**config.mk**
```make
export PLATFORM = sky130hd
export DESIGN_NAME = xlat_two_level
export DESIGN_NICKNAME = d
export VERILOG_FILES = /design/src/rtl/xlt_pkg.sv /design/src/rtl/tlb_l1.sv /design/src/rtl/tlb_l2.sv /design/src/rtl/xlat_two_level.sv
export SDC_FILE = /design/constraint.sdc
export NUM_CORES = 2
export LEC_CHECK = 0
export BUFFER_PORTS_ARGS = -buffer_cell sky130_fd_sc_hd__buf_4
export CELL_PAD_IN_SITES_DETAIL_PLACEMENT = 0
export CELL_PAD_IN_SITES_GLOBAL_PLACEMENT = 1
export CORE_MARGIN = 1.5
export CORE_UTILIZATION = 45
export DETAILED_ROUTE_END_ITERATION = 6
export PLACE_DENSITY = 0.8
export SYNTH_ARGS = -nofsm -noshare
export SYNTH_HDL_FRONTEND = slang
export SYNTH_HIERARCHICAL = 1
export SYNTH_SLANG_ARGS = --single-unit
```
**constraint.sdc**
```tcl
create_clock -name clk -period 7.24 [get_ports clk]
set_input_delay 0.724 -clock clk [delete_from_list [all_inputs] [get_ports clk]]
set_output_delay 0.724 -clock clk [all_outputs]
set_load 0.005 [all_outputs]
```
**src/rtl/xlt_pkg.sv**
```systemverilog
package xlt_pkg;
    localparam int unsigned ADDR_W = 32;
    localparam int unsigned OFF_W  = 12;
    localparam int unsigned VPN_W  = ADDR_W - OFF_W;
    localparam int unsigned PPN_W  = 20;

    typedef logic [VPN_W-1:0] vpn_t;
    typedef logic [PPN_W-1:0] ppn_t;

    typedef enum logic [1:0] {
        ST_IDLE,
        ST_L2,
        ST_WALK
    } eng_state_e;

    typedef enum logic {
        SIDE_I,
        SIDE_D
    } side_e;
endpackage

```
**src/rtl/tlb_l1.sv**
```systemverilog
module tlb_l1
    import xlt_pkg::*;
#(
    parameter int unsigned ENTRIES = 8
) (
    input  logic clk,
    input  logic rst_n,
    input  logic flush,
    input  vpn_t lk_vpn,
    output logic lk_hit,
    output ppn_t lk_ppn,
    input  logic wr_en,
    input  vpn_t wr_vpn,
    input  ppn_t wr_ppn
);
    localparam int unsigned PTR_W = $clog2(ENTRIES);

    logic [ENTRIES-1:0] vld;
    vpn_t               tag [ENTRIES];
    ppn_t               frame [ENTRIES];
    logic [PTR_W-1:0]   ptr;
    logic [ENTRIES-1:0] match;

    for (genvar g = 0; g < ENTRIES; g++) begin : g_cmp
        assign match[g] = vld[g] && (tag[g] == lk_vpn);
    end

    always_comb begin
        lk_ppn = '0;
        for (int k = 0; k < ENTRIES; k++) begin
            if (match[k]) lk_ppn = lk_ppn | frame[k];
        end
        lk_hit = |match;
    end

    always_ff @(posedge clk) begin
        if (!rst_n) begin
            vld <= '0;
            ptr <= '0;
        end else if (flush) begin
            vld <= '0;
        end else if (wr_en) begin
            vld[ptr] <= 1'b1;
            ptr      <= (ptr == PTR_W'(ENTRIES - 1)) ? '0 : ptr + 1'b1;
        end
    end

    always_ff @(posedge clk) begin
        if (wr_en && !flush) begin
            tag[ptr]   <= wr_vpn;
            frame[ptr] <= wr_ppn;
        end
    end

    // a refill never duplicates an address, so at most one entry matches
    p_single_match_r8: assert property (@(posedge clk) disable iff (!rst_n)
        $onehot0(match));
endmodule

```
**src/rtl/tlb_l2.sv**
```systemverilog
module tlb_l2
    import xlt_pkg::*;
#(
    parameter int unsigned SETS = 32
) (
    input  logic clk,
    input  logic rst_n,
    input  logic flush,
    input  vpn_t rd_vpn,
    input  logic touch,
    output logic rd_hit,
    output ppn_t rd_ppn,
    input  logic wr_en,
    input  vpn_t wr_vpn,
    input  ppn_t wr_ppn
);
    localparam int unsigned IDX_W = $clog2(SETS);
    localparam int unsigned TAG_W = VPN_W - IDX_W;

    logic [1:0]       vld   [SETS];
    logic [TAG_W-1:0] tag   [SETS][2];
    ppn_t             frame [SETS][2];
    logic             lru   [SETS];

    logic [IDX_W-1:0] ridx, widx;
    logic [TAG_W-1:0] rtag, wtag;
    logic [1:0]       hit_w, wmatch;
    logic             victim;
    logic             wr_present;

    assign ridx = rd_vpn[IDX_W-1:0];
    assign rtag = rd_vpn[VPN_W-1:IDX_W];
    assign widx = wr_vpn[IDX_W-1:0];
    assign wtag = wr_vpn[VPN_W-1:IDX_W];

    always_comb begin
        for (int w = 0; w < 2; w++) begin
            hit_w[w]  = vld[ridx][w] && (tag[ridx][w] == rtag);
            wmatch[w] = vld[widx][w] && (tag[widx][w] == wtag);
        end
        rd_hit     = |hit_w;
        rd_ppn     = hit_w[1] ? frame[ridx][1] : frame[ridx][0];
        wr_present = |wmatch;
        if (!vld[widx][0])      victim = 1'b0;
        else if (!vld[widx][1]) victim = 1'b1;
        else                    victim = lru[widx];
    end

    always_ff @(posedge clk) begin
        if (!rst_n) begin
            for (int s = 0; s < SETS; s++) begin
                vld[s] <= '0;
                lru[s] <= 1'b0;
            end
        end else if (flush) begin
            for (int s = 0; s < SETS; s++) vld[s] <= '0;
        end else if (wr_en) begin
            vld[widx][victim] <= 1'b1;
            lru[widx]         <= ~victim;
        end else if (touch && rd_hit) begin
            lru[ridx] <= ~hit_w[1];
        end
    end

    always_ff @(posedge clk) begin
        if (wr_en && !flush) begin
            tag[widx][victim]   <= wtag;
            frame[widx][victim] <= wr_ppn;
        end
    end

    // a walk is only started on a miss, so the frame is never already in the set
    p_no_dup_fill_r9: assert property (@(posedge clk) disable iff (!rst_n)
        wr_en |-> !wr_present);
endmodule

```
**src/rtl/xlat_two_level.sv**
```systemverilog
module xlat_two_level
    import xlt_pkg::*;
#(
    parameter int unsigned L1_ENTRIES = 8,
    parameter int unsigned L2_SETS    = 32
) (
    input  logic        clk,
    input  logic        rst_n,
    input  logic        flush,
    input  logic        xlat_en,
    input  logic        i_req,
    input  logic [31:0] i_lin,
    output logic        i_hit,
    output logic [31:0] i_phys,
    output logic        i_fault,
    input  logic        d_req,
    input  logic [31:0] d_lin,
    output logic        d_hit,
    output logic [31:0] d_phys,
    output logic        d_fault,
    output logic        walk_req,
    output logic [19:0] walk_vpn,
    input  logic        pte_valid,
    input  logic        pte_present,
    input  logic [19:0] pte_ppn
);
    eng_state_e state, nstate;
    side_e      side, nside;
    vpn_t       vpn_q, nvpn;

    vpn_t i_vpn, d_vpn;
    logic i_l1_hit, d_l1_hit, l2_hit;
    ppn_t i_l1_ppn, d_l1_ppn, l2_ppn, fill_ppn;
    logic need_i, need_d;
    logic l2_done, walk_done, done, done_ok, walk_ok;
    logic fill_i, fill_d, serve_i, serve_d;

    assign i_vpn = i_lin[31:OFF_W];
    assign d_vpn = d_lin[31:OFF_W];

    tlb_l1 #(.ENTRIES(L1_ENTRIES)) u_l1_i (
        .clk, .rst_n, .flush,
        .lk_vpn(i_vpn), .lk_hit(i_l1_hit), .lk_ppn(i_l1_ppn),
        .wr_en(fill_i), .wr_vpn(vpn_q), .wr_ppn(fill_ppn)
    );

    tlb_l1 #(.ENTRIES(L1_ENTRIES)) u_l1_d (
        .clk, .rst_n, .flush,
        .lk_vpn(d_vpn), .lk_hit(d_l1_hit), .lk_ppn(d_l1_ppn),
        .wr_en(fill_d), .wr_vpn(vpn_q), .wr_ppn(fill_ppn)
    );

    tlb_l2 #(.SETS(L2_SETS)) u_l2 (
        .clk, .rst_n, .flush,
        .rd_vpn(vpn_q), .touch(state == ST_L2 && !flush),
        .rd_hit(l2_hit), .rd_ppn(l2_ppn),
        .wr_en(walk_ok), .wr_vpn(vpn_q), .wr_ppn(pte_ppn)
    );

    assign need_i    = xlat_en && i_req && !i_l1_hit;
    assign need_d    = xlat_en && d_req && !d_l1_hit;
    assign l2_done   = (state == ST_L2) && l2_hit;
    assign walk_done = (state == ST_WALK) && pte_valid;
    assign done      = l2_done || walk_done;
    assign done_ok   = l2_done || (walk_done && pte_present);
    assign walk_ok   = walk_done && pte_present && !flush;
    assign fill_ppn  = (state == ST_L2) ? l2_ppn : pte_ppn;
    assign serve_i   = done && (side == SIDE_I);
    assign serve_d   = done && (side == SIDE_D);
    assign fill_i    = serve_i && done_ok && !flush;
    assign fill_d    = serve_d && done_ok && !flush;

    // state register
    always_ff @(posedge clk) begin
        if (!rst_n) begin
            state <= ST_IDLE;
            side  <= SIDE_I;
            vpn_q <= '0;
        end else begin
            state <= nstate;
            side  <= nside;
            vpn_q <= nvpn;
        end
    end

    // transitions: grant, probe, walk, chain to the other side
    always_comb begin
        nstate = state;
        nside  = side;
        nvpn   = vpn_q;
        unique case (state)
            ST_IDLE: begin
                if (need_d) begin
                    nstate = ST_L2; nside = SIDE_D; nvpn = d_vpn;
                end else if (need_i) begin
                    nstate = ST_L2; nside = SIDE_I; nvpn = i_vpn;
                end
            end
            ST_L2:   if (!l2_hit) nstate = ST_WALK;
            ST_WALK: ;
            default: nstate = ST_IDLE;
        endcase
        if (done) begin
            if (side == SIDE_D && need_i) begin
                nstate = ST_L2; nside = SIDE_I; nvpn = i_vpn;
            end else if (side == SIDE_I && need_d) begin
                nstate = ST_L2; nside = SIDE_D; nvpn = d_vpn;
            end else begin
                nstate = ST_IDLE;
            end
        end
        if (flush) nstate = ST_IDLE;
    end

    // outputs
    always_comb begin
        walk_req = (state == ST_WALK);
        walk_vpn = vpn_q;
        if (!xlat_en) begin
            i_hit = i_req;  i_phys = i_lin;  i_fault = 1'b0;
            d_hit = d_req;  d_phys = d_lin;  d_fault = 1'b0;
        end else begin
            i_hit   = i_req && (i_l1_hit || (serve_i && done_ok));
            i_phys  = {(i_l1_hit ? i_l1_ppn : fill_ppn), i_lin[OFF_W-1:0]};
            i_fault = serve_i && walk_done && !pte_present;
            d_hit   = d_req && (d_l1_hit || (serve_d && done_ok));
            d_phys  = {(d_l1_ppn & {PPN_W{d_l1_hit}}) | (fill_ppn & {PPN_W{!d_l1_hit}}),
                       d_lin[OFF_W-1:0]};
            d_fault = serve_d && walk_done && !pte_present;
        end
    end

    p_idle_nowalk_r1: assert property (@(posedge clk) disable iff (!rst_n)
        (state == ST_IDLE && !xlat_en) |=> !walk_req);

    p_l2_one_cycle_r3: assert property (@(posedge clk) disable iff (!rst_n)
        (state == ST_L2 && !flush) |=> (state != ST_L2 || side != $past(side)));

    p_walk_hold_r4: assert property (@(posedge clk) disable iff (!rst_n)
        (walk_req && !pte_valid && !flush) |=> (walk_req && $stable(walk_vpn)));

    p_fault_nohit_r5: assert property (@(posedge clk) disable iff (!rst_n)
        !(i_fault && i_hit) && !(d_fault && d_hit));

    p_data_first_r7: assert property (@(posedge clk) disable iff (!rst_n)
        (state == ST_IDLE && need_d && need_i && !flush) |=> (state == ST_L2 && side == SIDE_D));
endmodule

```
=== Word-level counts from Yosys, hierarchy flattened ===
Memories as Yosys holds them, arrays and structs flattened. A register that Yosys moved wholly into a read port is not among the register bits.
Cells that the tools add are included.

* Div/mod/pow operators: 0
* Eq/ne operators: 25
* Add/subtract/negate cells: 2
* Bitwise logic cells: 58
* Reductions and logical operators: 67
* $mul: 0
* Shifts and indexed selects: 0
* Muxes and demuxes: 122
* Magnitude comparators: 8

{| class="wikitable"
|+ Operators with widths
! cell !! count
|-
| 20-bit two-way mux || 26
|-
| 20-bit equality test || 16
|-
| 20-bit bitwise OR || 15
|-
| 2-bit two-way mux || 39
|-
| 32-bit two-way mux || 2
|-
| 1-bit logical AND || 49
|-
| 20-bit bitwise AND || 2
|-
| 40-bit two-way mux || 1
|-
| 1-bit two-way mux || 38
|-
| 1-bit bitwise OR || 33
|-
| 15-bit equality test || 2
|-
| 30-bit two-way mux || 1
|-
| 5-bit two-way mux || 6
|-
| 20-bit demux with 1-bit select || 1
|-
| 8-bit bitwise OR || 2
|-
| 8-bit OR reduction || 2
|-
| 15-bit demux with 1-bit select || 1
|-
| 15-bit two-way mux || 1
|-
| 3-bit by 4-bit less-than comparator with 1-bit output (second input constant) || 2
|-
| 3-bit by 1-bit adder with 3-bit output (second input constant) || 2
|-
| 1-bit demux with 3-bit select || 2
|-
| 3-bit equality test (second input constant) || 2
|-
| 3-bit by 1-bit greater-or-equal comparator with 1-bit output (second input constant) || 2
|-
| 3-bit two-way mux || 2
|-
| 20 further kinds || 33
|}

* Logic and storage cells: 297
* Flip-flop bits (word level): 45
* Input port bits: 92
* Output and inout port bits: 89
* ROM bits: 0
* RAM bits: 2976
* Bits in latches: 0
* Memories: 8

{| class="wikitable"
|+ Memories
! memory !! depth !! width !! rd ports !! clocked after Yosys merged registers in !! wr ports !! line !! source
|-
| u_l2.frame || 32 || 40 || 1 || 1 || 1 || tlb_l2.sv:22 || <nowiki>ppn_t frame [SETS][2];</nowiki>
|-
| u_l2.tag || 32 || 30 || 1 || 1 || 1 || tlb_l2.sv:21 || <nowiki>logic [TAG_W-1:0] tag [SETS][2];</nowiki>
|-
| u_l1_d.frame || 8 || 20 || 8 || 0 || 1 || tlb_l1.sv:20 || <nowiki>ppn_t frame [ENTRIES];</nowiki>
|-
| u_l1_d.tag || 8 || 20 || 8 || 0 || 1 || tlb_l1.sv:19 || <nowiki>vpn_t tag [ENTRIES];</nowiki>
|-
| u_l1_i.frame || 8 || 20 || 8 || 0 || 1 || tlb_l1.sv:20 ||
|-
| u_l1_i.tag || 8 || 20 || 8 || 0 || 1 || tlb_l1.sv:19 ||
|-
| +2 memories || - || - || - || - || - || - ||
|}

=== Longest topological paths before layout ===
An unclocked memory read counts as a cell.

* Depth after elaboration: 21
* Gate-level depth with buffers: 21
* Depth with buffers taken out: 15

=== Hierarchy ===
Netlist, hierarchy kept.

{| class="wikitable"
|+ By module, submodules not included
! module !! cells each !! area each (um^2) !! sequential area each (um^2) !! times used
|-
| tlb_l2 || 4221 || 91283.8 || 69186.4 || 1
|-
| tlb_l1 (u_l1_i) || 930 || 13957.1 || 9829.4 || 1
|-
| tlb_l1 (u_l1_d) || 930 || 13953.4 || 9829.4 || 1
|-
| xlat_two_level || 309 || 2443.6 || 460.4 || 1
|}

=== Worst setup path after synthesis ===
OpenSTA, ideal clock, no wires.

* Path kind: register -> register
* From: register, netlist name walk_vpn[1]
* To: memory u_l1_i/frame[0][0] (netlist bit) (enable)
* Setup time: 0.487 ns
* Required time: 6.753 ns
* Stages on the path, launching flop included: 18
* Data arrival time: 7.264 ns
* Period minus slack after synthesis: 7.751 ns
* Setup slack: -0.511 ns
* Buffers on the path: 4
* Cells stage by stage: dfxtp_1 -> buf_4 -> buf_4 -> buf_4 -> clkbuf_1 -> mux4_2 -> mux4_2 -> mux2i_1 -> xnor2_1 -> nor4b_1 -> nand3_1 -> o41ai_1 -> and3b_1 -> a21oi_1 -> nor3_1 -> nor2b_1 -> nand2b_1 -> nor3_1

{| class="wikitable"
|+ RTL lines
! item !! line
|-
| end, declared || tlb_l1.sv:20
|}

==> impl_metrics.prom <==
# TYPE chip_impl_metric gauge
chip_impl_info{name="grt_setup_unrepaired",value="no"} 1
chip_impl_metric{name="post-route-period-util",unit=""} 0.983
chip_impl_metric{name="timing.critical_path.required",unit="ns"} 6.52
chip_impl_metric{name="swShare",unit=""} 0.223
chip_impl_metric{name="final.min_clock_period",unit="ns"} 7.11
chip_impl_metric{name="p_switching",unit="mW"} 8.46
chip_impl_metric{name="timing_worst_slew_pin_value",unit="ns"} 1.28
chip_impl_metric{name="synth.cell_area",unit="mm^2"} 0.122
chip_impl_info{name="synth_largest_area_cell",value="edfxtp_1"} 1
chip_impl_metric{name="finalCoreUtilization",unit=""} 0.514
chip_impl_info{name="crit-reg2reg-launch",value="walk_vpn[1]$_SDFF_PN0_"} 1
chip_impl_metric{name="synth_fp_nets",unit=""} 6486
chip_impl_info{name="most_common_cell_after_layout_fill_and_taps_aside",value="edfxtp_1"} 1
chip_impl_info{name="criticalPathCategory",value="flip-flop to output port"} 1
chip_impl_metric{name="die_w",unit="um"} 523
chip_impl_metric{name="largest_net_degree_at_the_start_of_global_routing",unit=""} 144
chip_impl_metric{name="grt_first_pass_wirelength",unit="mm"} 481
chip_impl_metric{name="area.growth.synth_to_final",unit="%"} 13.5
chip_impl_metric{name="p_leak",unit="nW"} 43.2
chip_impl_metric{name="ys_seq_area_frac",unit=""} 0.734
chip_impl_metric{name="net_count_final",unit=""} 6776
chip_impl_metric{name="synth_edf_count",unit=""} 2880
chip_impl_metric{name="cts_buffers",unit=""} 310
chip_impl_metric{name="skew",unit="ns"} 0.0535
chip_impl_metric{name="post_cts_hold_buffers",unit=""} 0
chip_impl_metric{name="async_reset_ff_frac",unit=""} 0
chip_impl_metric{name="vdd_drop_max",unit="V"} 0.000201
chip_impl_metric{name="netlist_instances",unit=""} 6390
chip_impl_info{name="worst_setup_sp_type",value="flip-flop"} 1
chip_impl_metric{name="number_of_placed_i_o_pins",unit=""} 181
chip_impl_metric{name="final-instance-count-excl-fill",unit=""} 10500
chip_impl_metric{name="detailedRoute.firstPassIterationCount",unit=""} 7
chip_impl_metric{name="setup_viol_count_final",unit=""} 0
chip_impl_metric{name="synth_cell_types",unit=""} 87
chip_impl_info{name="status",value="finished clean"} 1
chip_impl_metric{name="finalHoldViolations",unit=""} 0
chip_impl_metric{name="max_slew_margin",unit=""} 0.150
chip_impl_info{name="crit_start",value="walk_vpn[4]$_SDFF_PN0_"} 1
chip_impl_metric{name="drt-total-wl",unit="mm"} 342
chip_impl_metric{name="dp_hpwl",unit="mm"} 191
chip_impl_metric{name="critPathMaxFanout",unit=""} 38
chip_impl_info{name="end_kind",value="output port"} 1
chip_impl_metric{name="setup-tns-final",unit="ns"} 0
chip_impl_metric{name="post_drt_antenna_nets",unit=""} 0
chip_impl_metric{name="timing.final.max_slew_violations",unit=""} 0
chip_impl_metric{name="yosys_register_bits",unit=""} 3021
chip_impl_metric{name="register_to_register_setup_slack",unit="ns"} 0.94
chip_impl_metric{name="number_of_max_cap_violations",unit=""} 0
chip_impl_info{name="most_common_flop_cell_mapped_by_yosys",value="edfxtp_1"} 1
chip_impl_metric{name="crit_arrival",unit="ns"} 6.39
chip_impl_metric{name="dieHeight",unit="um"} 523
chip_impl_metric{name="initial_antenna_violation_count",unit=""} 11
chip_impl_metric{name="insertion_delay",unit="ns"} 0.94
chip_impl_metric{name="start_util",unit=""} 0.453
chip_impl_metric{name="routabilityCongestion",unit=""} 0.886
chip_impl_metric{name="cts_buffer_depth",unit=""} 4
chip_impl_metric{name="fillers",unit=""} 20800
chip_impl_metric{name="place_inst",unit=""} 9917
chip_impl_metric{name="finalPower",unit="mW"} 37.9
chip_impl_metric{name="drc",unit=""} 0
chip_impl_metric{name="multi_input_area",unit="mm^2"} 0.0301
chip_impl_metric{name="postSynthAreaPerCell",unit="um^2"} 19.0
chip_impl_metric{name="internal-power",unit="mW"} 29.4
chip_impl_metric{name="yosys.area.top_type_share",unit=""} 0.711
chip_impl_info{name="dominant_cells_by_area_after_synthesis",value="edfxtp_1 71%, mux4_2 11%, dfxtp_1 2.3%"} 1
chip_impl_metric{name="yosysWarningCount",unit=""} 6
chip_impl_metric{name="layout-drive-gt1-share",unit=""} 0.238
chip_impl_info{name="worst_hold_check_path_type",value="input pin to flip-flop"} 1
chip_impl_metric{name="cts_sinks",unit=""} 3021
chip_impl_info{name="tritoncts",value="yes"} 1
chip_impl_metric{name="first_global_vias",unit=""} 64600
chip_impl_metric{name="total_routing_usage_gr",unit=""} 0.247
chip_impl_info{name="ctsRootBufferMaster",value="clkbuf_16"} 1
chip_impl_metric{name="power.share.sequential",unit=""} 0.512
chip_impl_metric{name="port_buffers",unit=""} 132
chip_impl_metric{name="fp.coreArea",unit="mm^2"} 0.268
chip_impl_info{name="min-delay-start",value="pte_ppn[18]"} 1
chip_impl_info{name="mostFrequentLayoutCells",value="2880 x edfxtp_1, 601 x mux4_2, 345 x buf_4, 317 x clkbuf_16, 285 x xnor2_1"} 1
chip_impl_metric{name="max_freq",unit="MHz"} 141
chip_impl_metric{name="area.sequential",unit="mm^2"} 0.0894
chip_impl_metric{name="clk_pin_slew",unit="ns"} 0.07
chip_impl_metric{name="area_of_the_die",unit="mm^2"} 0.273
chip_impl_metric{name="vias",unit=""} 66000
chip_impl_metric{name="drt_first_iter_violations",unit=""} 9532
chip_impl_metric{name="power.share.clock",unit=""} 0.414
chip_impl_metric{name="wl_per_cell",unit="um"} 32.7
chip_impl_metric{name="pwr_density_cell",unit="mW/mm^2"} 275
chip_impl_metric{name="power.combinational.fraction",unit=""} 0.074
chip_impl_metric{name="overflow",unit=""} 0
chip_impl_metric{name="core.rowCount",unit=""} 190
chip_impl_metric{name="h-tree-depth",unit=""} 5
chip_impl_metric{name="drt-vias-per-instance",unit=""} 6.30
==> power groups by stage <==
stage / logic, mW / registers (mW) / clock network [mW]
final: 2.81 / 19.4 / 15.7
after global routing: 2.91 / 19.4 / 16.5
after CTS: 2.78 / 19.4 / 15.8
after detailed placement: 2.77 / 19.8 / 0
after global placement: 2.73 / 19.8 / 0
after floorplan: 1.63 / 19.7 / 0
==> per-layer routing <==
layer	global-route usage	vias to the layer above	wire [um]
met5	0	-	88
met4	0.0925	14	13700
met3	0.0543	743	37600
met2	0.396	4322	163000
met1	0.333	34400	128000
li1	-	26500	-
==> through the flow <==
step | hold slack [ns] | setup slack (ns) | instance area [um^2]
floorplan | 0.426 | 0.559 | 122000
global placement | 0.433 | 0.886 | 128000
detailed placement | 0.442 | 0.945 | 128000
CTS | 0.0759 | 0.120 | 138000
global route | 0.0710 | 0.00866 | 138000
finish | 0.118 | 0.125 | 138000
==> area by class of cell <==
type                            instances  share of cell area
Clock inverter                        169              0.0119
Antenna cell                            6            0.000109
Clock buffer                          377              0.0594
Inverter                              226             0.00616
Sequential cell                      3021               0.647
Tap cell                             3552              0.0322
Timing Repair Buffer                  389              0.0251
Multi-Input combinational cell       2732               0.218
==> flip-flops by register name, indices dropped and copies added (netlist names) <==
signal and flops:
u_l1_d/ptr 3, u_l1_i/vld 8, u_l1_i/ptr 3, state 2, side 1, u_l2/frame 1280
u_l2/vld 64, u_l1_d/vld 8, u_l2/lru 32, u_l1_i/frame 160, u_l2/tag 960, u_l1_i/tag 160
walk_vpn 20, u_l1_d/frame 160, u_l1_d/tag 160
==> kinds of logic after synthesis <==
logic type | count (synthesis) | synth area share
compound gates | 634 | 0.0394
xor+xnor | 351 | 0.0269
fa+ha+maj | 4 | 0.000411
buf+inv | 637 | 0.0251
flops | 3021 | 0.734
mux | 907 | 0.137
simple gates | 836 | 0.0369
==> Yosys cell counts (all sizes together), types with 11 or more instances <==
cell and number:
mux2 60, inv 226, nor4 73, dfxtp 141, o21a 85, nand3 60, buf 224, edfxtp 2880
nand2b 28, xor2 52, mux4 601, a22oi 104, nand2 124, a31oi 11, o21ai 67, o221a 20
clkbuf 187, a32oi 162, a221oi 12, xnor2 299, and3 12, o22ai 51, mux2i 246, nor2 148
nand4 108, nor2b 95, nor3 140, a21oi 55, a22o 11
==> worst max-delay path, cell delays in order (launching register included) <==
cell and delay (ns):
dfxtp_4 0.51, buf_4 0.35, nor2_1 0.76, a22oi_1 0.27
nand3_1 0.15, o21ai_0 0.11, or3_1 0.42, a211oi_1 0.34
nand4_2 0.29, nor2_4 0.18, buf_4 0.38, mux4_2 0.55
mux2i_1 0.18, buf_4 0.31, o21ai_1 0.13, mux2_2 0.28
buf_4 0.13
==> repair_timing <==
item | 4_1_cts | 5_1_grt
resized for setup | 1 | 4
endpoints found under the setup margin | 25 | 39
setup buffers | 0 | 3
==> path summary, 6_finish.rpt <==
path	to	cells past startpoint
setup / recovery	d_phys[23]	16
setup reg to reg	u_l1_d/tag[0][15]$_DFFE_PP_	17
hold reg to reg	u_l2/lru[22]$_DFF_P_	2
hold / removal	u_l2/frame[4][38]$_DFFE_PP_	1
No activity file was read; power rests on OpenSTA's default activity.
